$ cat src/rtl/amo_pkg.sv
package amo_pkg;

    typedef enum logic [2:0] {
        OP_ADD,
        OP_OR,
        OP_AND,
        OP_XOR,
        OP_XCHG,
        OP_CMPX
    } amo_op_e;

    typedef enum logic [2:0] {
        ST_IDLE,
        ST_READ,
        ST_CALC,
        ST_WRITE,
        ST_DONE
    } amo_state_e;

    localparam logic [1:0] SZ_WORD  = 2'b00;
    localparam logic [1:0] SZ_DWORD = 2'b11;

endpackage

$ cat src/rtl/amo_decode.sv
module amo_decode
    import amo_pkg::*;
(
    input  logic [7:0] imm,
    input  logic [1:0] size,
    output logic       legal,
    output logic       fetch,
    output logic       wide,
    output amo_op_e    op
);
    logic code_ok;

    always_comb begin
        code_ok = 1'b1;
        op      = OP_ADD;
        unique case (imm)
            8'h00, 8'h01: op = OP_ADD;
            8'h40, 8'h41: op = OP_OR;
            8'h50, 8'h51: op = OP_AND;
            8'hA0, 8'hA1: op = OP_XOR;
            8'hE1:        op = OP_XCHG;
            8'hF1:        op = OP_CMPX;
            default:      code_ok = 1'b0;
        endcase
    end

    // size and code legality
    assign wide  = (size == SZ_DWORD);
    assign legal = code_ok && ((size == SZ_WORD) || (size == SZ_DWORD));
    assign fetch = imm[0];

endmodule

$ cat src/rtl/amo_alu.sv
module amo_alu
    import amo_pkg::*;
#(
    parameter int DATA_W = 64
) (
    input  amo_op_e             op,
    input  logic                wide,
    input  logic [DATA_W-1:0]   old_val,
    input  logic [DATA_W-1:0]   src,
    input  logic [DATA_W-1:0]   cmp,
    output logic [DATA_W-1:0]   new_val,
    output logic                match
);
    localparam int HALF_W = DATA_W / 2;

    logic [DATA_W-1:0] full;

    always_comb begin
        unique case (op)
            OP_ADD:  full = old_val + src;
            OP_OR:   full = old_val | src;
            OP_AND:  full = old_val & src;
            OP_XOR:  full = old_val ^ src;
            OP_XCHG: full = src;
            OP_CMPX: full = src;
            default: full = src;
        endcase
    end

    // narrow accesses keep only the low half
    assign new_val = wide ? full : {{HALF_W{1'b0}}, full[HALF_W-1:0]};
    assign match   = wide ? (old_val == cmp)
                          : (old_val[HALF_W-1:0] == cmp[HALF_W-1:0]);

endmodule

$ cat src/rtl/amo_ctrl.sv
module amo_ctrl
    import amo_pkg::*;
(
    input  logic clk,
    input  logic rst_n,
    input  logic start,
    input  logic legal,
    input  logic ack,
    input  logic skip_write,
    output logic req,
    output logic we,
    output logic lock,
    output logic done,
    output logic take_cmd,
    output logic take_old
);
    amo_state_e state, state_nx;

    always_ff @(posedge clk) begin
        if (!rst_n) state <= ST_IDLE;
        else        state <= state_nx;
    end

    always_comb begin
        state_nx = state;
        unique case (state)
            ST_IDLE:  if (start) state_nx = legal ? ST_READ : ST_DONE;
            ST_READ:  if (ack)   state_nx = ST_CALC;
            ST_CALC:  state_nx = skip_write ? ST_DONE : ST_WRITE;
            ST_WRITE: if (ack)   state_nx = ST_DONE;
            ST_DONE:  state_nx = ST_IDLE;
            default:  state_nx = ST_IDLE;
        endcase
    end

    always_comb begin
        req      = 1'b0;
        we       = 1'b0;
        lock     = 1'b0;
        done     = 1'b0;
        take_cmd = 1'b0;
        take_old = 1'b0;
        unique case (state)
            ST_IDLE:  take_cmd = start;
            ST_READ:  begin req = 1'b1; lock = 1'b1; take_old = ack; end
            ST_CALC:  lock = 1'b1;
            ST_WRITE: begin req = 1'b1; we = 1'b1; lock = 1'b1; end
            ST_DONE:  done = 1'b1;
            default:  ;
        endcase
    end

endmodule

$ cat src/rtl/amo_engine.sv
module amo_engine
    import amo_pkg::*;
#(
    parameter int ADDR_W = 32,
    parameter int DATA_W = 64,
    parameter int OFF_W  = 16
) (
    input  logic              clk,
    input  logic              rst_n,
    input  logic              start,
    input  logic [1:0]        acc_size,
    input  logic [7:0]        op_imm,
    input  logic [ADDR_W-1:0] base_addr,
    input  logic [OFF_W-1:0]  offset,
    input  logic [DATA_W-1:0] src_val,
    input  logic [DATA_W-1:0] r0_val,
    output logic              mem_req,
    output logic              mem_we,
    output logic              mem_wide,
    output logic [ADDR_W-1:0] mem_addr,
    output logic [DATA_W-1:0] mem_wdata,
    input  logic [DATA_W-1:0] mem_rdata,
    input  logic              mem_ack,
    output logic              mem_lock,
    output logic              done,
    output logic              err,
    output logic              src_wr,
    output logic [DATA_W-1:0] src_out,
    output logic              r0_wr,
    output logic [DATA_W-1:0] r0_out
);
    localparam int HALF_W = DATA_W / 2;
    localparam int EXT_W  = ADDR_W - OFF_W;

    logic    dec_legal, dec_fetch, dec_wide;
    amo_op_e dec_op;

    amo_op_e           op_q;
    logic              wide_q, fetch_q, err_q;
    logic [DATA_W-1:0] src_q, r0_q, old_q, new_val;
    logic [ADDR_W-1:0] addr_q;
    logic              match, skip_write, take_cmd, take_old;

    amo_decode u_dec (
        .imm   (op_imm),
        .size  (acc_size),
        .legal (dec_legal),
        .fetch (dec_fetch),
        .wide  (dec_wide),
        .op    (dec_op)
    );

    amo_alu #(.DATA_W(DATA_W)) u_alu (
        .op      (op_q),
        .wide    (wide_q),
        .old_val (old_q),
        .src     (src_q),
        .cmp     (r0_q),
        .new_val (new_val),
        .match   (match)
    );

    // a missed compare skips the store
    assign skip_write = (op_q == OP_CMPX) && !match;

    amo_ctrl u_ctrl (
        .clk        (clk),
        .rst_n      (rst_n),
        .start      (start),
        .legal      (dec_legal),
        .ack        (mem_ack),
        .skip_write (skip_write),
        .req        (mem_req),
        .we         (mem_we),
        .lock       (mem_lock),
        .done       (done),
        .take_cmd   (take_cmd),
        .take_old   (take_old)
    );

    always_ff @(posedge clk) begin
        if (!rst_n) begin
            op_q    <= OP_ADD;
            wide_q  <= 1'b0;
            fetch_q <= 1'b0;
            err_q   <= 1'b0;
            src_q   <= '0;
            r0_q    <= '0;
            addr_q  <= '0;
            old_q   <= '0;
        end else begin
            if (take_cmd) begin
                op_q    <= dec_op;
                wide_q  <= dec_wide;
                fetch_q <= dec_fetch;
                err_q   <= !dec_legal;
                src_q   <= src_val;
                r0_q    <= r0_val;
                // effective address with sign-extended displacement
                addr_q  <= base_addr + {{EXT_W{offset[OFF_W-1]}}, offset};
            end
            if (take_old) begin
                old_q <= wide_q ? mem_rdata
                                : {{HALF_W{1'b0}}, mem_rdata[HALF_W-1:0]};
            end
        end
    end

    assign mem_addr  = addr_q;
    assign mem_wide  = wide_q;
    assign mem_wdata = new_val;

    assign err     = done && err_q;
    assign src_wr  = done && !err_q && fetch_q && (op_q != OP_CMPX);
    assign r0_wr   = done && !err_q && (op_q == OP_CMPX);
    assign src_out = old_q;
    assign r0_out  = old_q;

endmodule

$ cat config.mk
export PLATFORM = sky130hd
export DESIGN_NAME = amo_engine
export DESIGN_NICKNAME = d
export VERILOG_FILES = /design/src/rtl/amo_pkg.sv /design/src/rtl/amo_decode.sv /design/src/rtl/amo_alu.sv /design/src/rtl/amo_ctrl.sv /design/src/rtl/amo_engine.sv
export SDC_FILE = /design/constraint.sdc
export NUM_CORES = 1
export LEC_CHECK = 0
export ABC_AREA = 1
export ABC_CLOCK_PERIOD_IN_PS = 3460
export CORE_UTILIZATION = 35
export CTS_CLUSTER_SIZE = 24
export DETAILED_ROUTE_END_ITERATION = 10
export DONT_BUFFER_PORTS = 1
export SYNTH_ARGS = -nofsm -noshare
export SYNTH_HDL_FRONTEND = slang
export SYNTH_SLANG_ARGS = --single-unit
$ cat constraint.sdc
create_clock -name clk -period 3.46 [get_ports clk]
set_input_delay 0.692 -clock clk [delete_from_list [all_inputs] [get_ports clk]]
set_output_delay 0.692 -clock clk [all_outputs]
set_load 0.02 [all_outputs]
==> results_tabular.tex <==
\begin{tabular}{lr}
\hline
Metric & Value \\
\hline
\multicolumn{2}{l}{\textbf{Die}} \\
\quad Width of the chip & 239 microns \\
\quad Core area & 0.0552 sq mm \\
\quad Total I/O pin count & 486 \\
\quad Die area & 0.0569 sq mm \\
\quad Floorplan row count & 86 \\
\quad Effective utilization at floorplan & 35.5\% \\
\quad Die Y & 239 microns \\
\multicolumn{2}{l}{\textbf{Place}} \\
\quad Placed standard-cell area & 0.0209 sq mm \\
\quad Number of buffers inserted by port buffering & 0 \\
\quad DP Cell Count & 3,848 \\
\quad Routability cong. & 1.00 \\
\quad Sum of net half-perimeters after detailed placement & 64,200 microns \\
\multicolumn{2}{l}{\textbf{Setup path}} \\
\quad Critical Path Source Type & flop \\
\quad Critical path's top delay family & simple AND/OR/NAND/NOR gates \\
\quad Arrival time of the worst setup path & 2.88 ns \\
\quad Endpoint kind of the worst setup timing path & output port \\
\quad Delay contributed by the slowest stage of the critical path & 0.36 ns \\
\quad Max FO, Critical Path & 4 \\
\quad Critical path type & flop to output port \\
\quad Chain of cells forming the critical path & ha\_4, inv\_2, fa\_2, inv\_2, nand3\_2, nand2\_4, nand2\_2, nand2\_2, buf\_6, nand3\_2, nand3\_4, nand3\_2, nand4\_1, nand3\_2, a21oi\_2, buf\_4 \\
\quad Worst Path Required & 2.77 ns \\
\quad Crit path buf inv count & 4 \\
\quad Cell type with the highest occurrence count on the critical path & sky130\_fd\_sc\_hd\_\_nand3\_2 \\
\quad Cell with the largest stage delay on the worst path & sky130\_fd\_sc\_hd\_\_fa\_2 \\
\multicolumn{2}{l}{\textbf{Final layout}} \\
\quad Post-route insts no fill & 3,989 \\
\quad Final core utilization & 47.4\% \\
\quad Non-Filler Cell Area, Final & 0.0261 sq mm \\
\quad Final Net Count & 3,626 \\
\quad Area overhead of the layout relative to synthesis & 33.4\% \\
\quad Number of fill cells in the layout & 5,496 \\
\quad Fraction of final layout cells sized beyond drive strength 1 & 31.5\% \\
\multicolumn{2}{l}{\textbf{Detailed routing}} \\
\quad DRC viols & 0 \\
\quad 1st-pass router iterations & 5 \\
\quad Number of DRC markers in iteration 0 & 1,482 \\
\quad Post-detailed-route via-to-cell ratio & 5.39 \\
\quad Via count & 21,500 \\
\quad Post-DR wirelength/cell & 21.4 microns \\
\quad Antenna Violating Nets Remaining & 0 \\
\quad Routed wire length & 85,300 microns \\
\multicolumn{2}{l}{\textbf{Flow run}} \\
\quad \# Max-Cap Violations & 0 \\
\multicolumn{2}{l}{\textbf{Synthesis}} \\
\quad Compound-Gate Fraction of Synth Area & 23.8\% \\
\quad Fraction of post-synthesis cell area in the top cell type by area & 23.8\% \\
\quad Largest cells by area after synthesis & sky130\_fd\_sc\_hd\_\_dfxtp\_1 24\%, sky130\_fd\_sc\_hd\_\_nand2\_1 14\%, sky130\_fd\_sc\_hd\_\_ha\_1 10\% \\
\quad Share of synthesized flip-flops with an asynchronous set or reset & 0\% \\
\quad Synthesis warning total & 0 \\
\quad Multiplexer area fraction after synthesis & 0\% \\
\quad Average instance area after synthesis & 6.29 sq um \\
\quad Total of flip-flops plus latches after synthesis & 233 \\
\quad Primary flip-flop cell chosen by synthesis mapping & sky130\_fd\_sc\_hd\_\_dfxtp\_1 \\
\quad Post-synthesis simple-gate area fraction & 25.2\% \\
\quad Number of unique standard cell types used by synthesis & 49 \\
\quad Dominant combinational cell family by area after synthesis & simple AND/OR/NAND/NOR gates \\
\quad Top cells by instance count after synthesis & 745 x sky130\_fd\_sc\_hd\_\_nand2\_1, 447 x sky130\_fd\_sc\_hd\_\_inv\_1, 367 x sky130\_fd\_sc\_hd\_\_a21oi\_1 \\
\quad Cell taking the most area after synthesis & sky130\_fd\_sc\_hd\_\_dfxtp\_1 \\
\quad Mapped Cells & 3,116 \\
\quad Adder and majority cell fraction of the synthesized area & 10.4\% \\
\quad Net Count, Synth & 3,532 \\
\quad EDFF count, synth & 0 \\
\quad Register area share after synthesis & 23.8\% \\
\quad Most repeated cell in the gate-level netlist after synthesis & sky130\_fd\_sc\_hd\_\_nand2\_1 \\
\quad Xor-xnor portion of the synthesized cell area & 3.00\% \\
\quad Post-Syn Area & 0.0196 sq mm \\
\multicolumn{2}{l}{\textbf{Hold path}} \\
\quad Hold WC Path Type & input pin to flop \\
\multicolumn{2}{l}{\textbf{Pwr}} \\
\quad Leak pwr & 11.4 nW \\
\quad Clk network pwr share & 41.6\% \\
\quad Sequential power share & 36.6\% \\
\quad Fraction of power spent switching nets & 32.7\% \\
\quad Power dissipated by switching net loads & 2.70 mW \\
\quad Power density over cell area & 316 mW/mm\^{}2 \\
\quad Comb pwr share & 21.7\% \\
\quad Worst supply voltage drop on vdd & 397 uV \\
\quad Internal power consumption & 5.56 mW \\
\multicolumn{2}{l}{\textbf{CTS}} \\
\quad Total clock sinks & 233 \\
\quad H-tree lvl count & 1 \\
\quad Cell at the root of the clock tree & sky130\_fd\_sc\_hd\_\_clkbuf\_16 \\
\quad TritonCTS clock tree & done \\
\quad Clock transition at the registers of the reported paths & 0.07 ns \\
\quad Latest clock arrival within the worst-skew pair & 0.61 ns \\
\quad Clock Path Buffers & 3 \\
\quad CTS Buf Count & 31 \\
\multicolumn{2}{l}{\textbf{Run status}} \\
\quad Violated checks & negative setup slack \\
\quad Result of the run & finished, violations left \\
\multicolumn{2}{l}{\textbf{STA}} \\
\quad Setup-failing EPs final & 25 \\
\quad Max Clock Skew & 0.0274 ns \\
\quad Final Hold Violating Endpoints & 0 \\
\quad Slew at the pin closest to its max-slew limit & 0.804 ns \\
\quad Setup tns final & -1.18 ns \\
\quad Final worst setup slack & -0.116 ns \\
\quad Headroom to the max-slew limit & 46.0\% \\
\quad Number of pins exceeding their max-slew limit in the final report & 0 \\
\quad Post-route clock period utilization & 103\% \\
\quad Setup repair after global routing missed its margin & true \\
\quad Final Critical Period & 3.58 ns \\
\quad FMAX & 280 MHz \\
\multicolumn{2}{l}{\textbf{Global routing}} \\
\quad Overall Global Routing Usage & 28.3\% \\
\quad Global route total overflow & 0 \\
\quad Pin count of the biggest net entering global routing & 164 \\
\quad Antenna violations before repair & 11 \\
\quad Via count of the first global-routing pass & 20,600 \\
\quad First-pass GRT wire length & 124,000 microns \\
\hline
\end{tabular}
[sequential cells by signal, indices dropped and copies added, names as in the netlist]
| register | flops |
|---|---|
| r0_out | 64 |
| r0_q | 64 |
| src_q | 64 |
| mem_addr | 32 |
| op_q | 3 |
| u_ctrl.state | 3 |
| err_q | 1 |
| fetch_q | 1 |
| mem_wide | 1 |
[power by group through the flow]
| stage | logic [mW] | clock network [mW] | registers (mW) |
|---|---|---|---|
| 2_1_floorplan | 1.04 | 0 | 3.04 |
| 3_3_place_gp | 1.47 | 0 | 3.06 |
| 3_5_place_dp | 1.47 | 0 | 3.06 |
| 4_1_cts | 1.65 | 3.51 | 3.01 |
| 5_1_grt | 1.96 | 3.59 | 3.04 |
| 6_report | 1.80 | 3.44 | 3.02 |
[cell type report]
cell class / instances / area, sq um / share of cell area (%)
Multi-Input combinational cell: 2244 / 15500 / 59.5
Sequential cell: 233 / 4770 / 18.2
Timing Repair Buffer: 241 / 2060 / 7.86
Inverter: 459 / 1740 / 6.64
Tap cell: 748 / 936 / 3.58
Clock buffer: 44 / 905 / 3.46
Clock inverter: 14 / 176 / 0.675
Antenna cell: 6 / 15.0 / 0.0574
[timing repair]
item                                    in CTS  in global routing
endpoints found under the setup margin      55                 53
endpoints found under the hold margin        0                  0
setup buffers                               38                 39
resized for setup                          517                457
pin swaps                                   96                110
hold buffers                                 0                  0
[per-stage QoR]
step | power, mW | setup slack, ns | hold slack, ns
after global placement | 4.53 | 0.127 | 0.446
final | 8.26 | -0.116 | 0.222
after global routing | 8.59 | -0.204 | 0.215
after floorplan | 4.07 | 0.377 | 0.431
after CTS | 8.17 | -0.130 | 0.192
after detailed placement | 4.53 | 0.0618 | 0.452
[worst register-to-register path: cells and delay by family, from the launching register on]
kind | cells | cell delay [ns]
buffers and inverters | 1 | 0.18
AO/OA/AOI/OAI | 1 | 0.13
flip-flops | 1 | 0.31
AND/OR/NAND/NOR | 10 | 1.39
XOR/XNOR | 1 | 0.17
[layout by cell type, fill, tap and decap left out, types with 71 or more instances in the layout]
master	count
sky130_fd_sc_hd__a21oi_1	269
sky130_fd_sc_hd__a21oi_2	73
sky130_fd_sc_hd__buf_4	187
sky130_fd_sc_hd__dfxtp_1	158
sky130_fd_sc_hd__dfxtp_2	71
sky130_fd_sc_hd__ha_4	77
sky130_fd_sc_hd__inv_1	364
sky130_fd_sc_hd__inv_2	89
sky130_fd_sc_hd__nand2_1	594
sky130_fd_sc_hd__nand2_2	107
sky130_fd_sc_hd__nand3_1	80
sky130_fd_sc_hd__nor2_1	139
sky130_fd_sc_hd__o21ai_0	223
[per-layer routing]
metal | track usage [%] | share of wire [%] | vias to the layer above
met2 | 48.6 | 47 | 792
li1 | - | - | 10400
met4 | 9.52 | 3.9 | 12
met3 | 7.00 | 8.0 | 182
met5 | 0 | 0.10 | -
met1 | 34.1 | 41 | 10100
[worst paths after layout]
path,start,endpoint,slack (ns),cells past startpoint
max,src_q[0]$_SDFFE_PN0P_,mem_wdata[48],-0.12,16
min,r0_val[27],r0_q[27]$_SDFFE_PN0P_,0.22,2
max reg2reg,r0_out[28]$_SDFFE_PN0P_,u_ctrl.state[0]$_SDFFE_PN0P_,1.18,13
min reg2reg,fetch_q$_SDFFE_PN0P_,fetch_q$_SDFFE_PN0P_,0.46,2
[cells by family after synthesis]
| logic type | after synthesis |
|---|---|
| AND/OR/NAND/NOR | 1183 |
| AO/OA/AOI/OAI | 832 |
| buffers and inverters | 639 |
| flip-flops | 233 |
| adder cells (fa/ha/maj) | 162 |
| XOR/XNOR | 67 |
(Power assumes the default switching activity.)
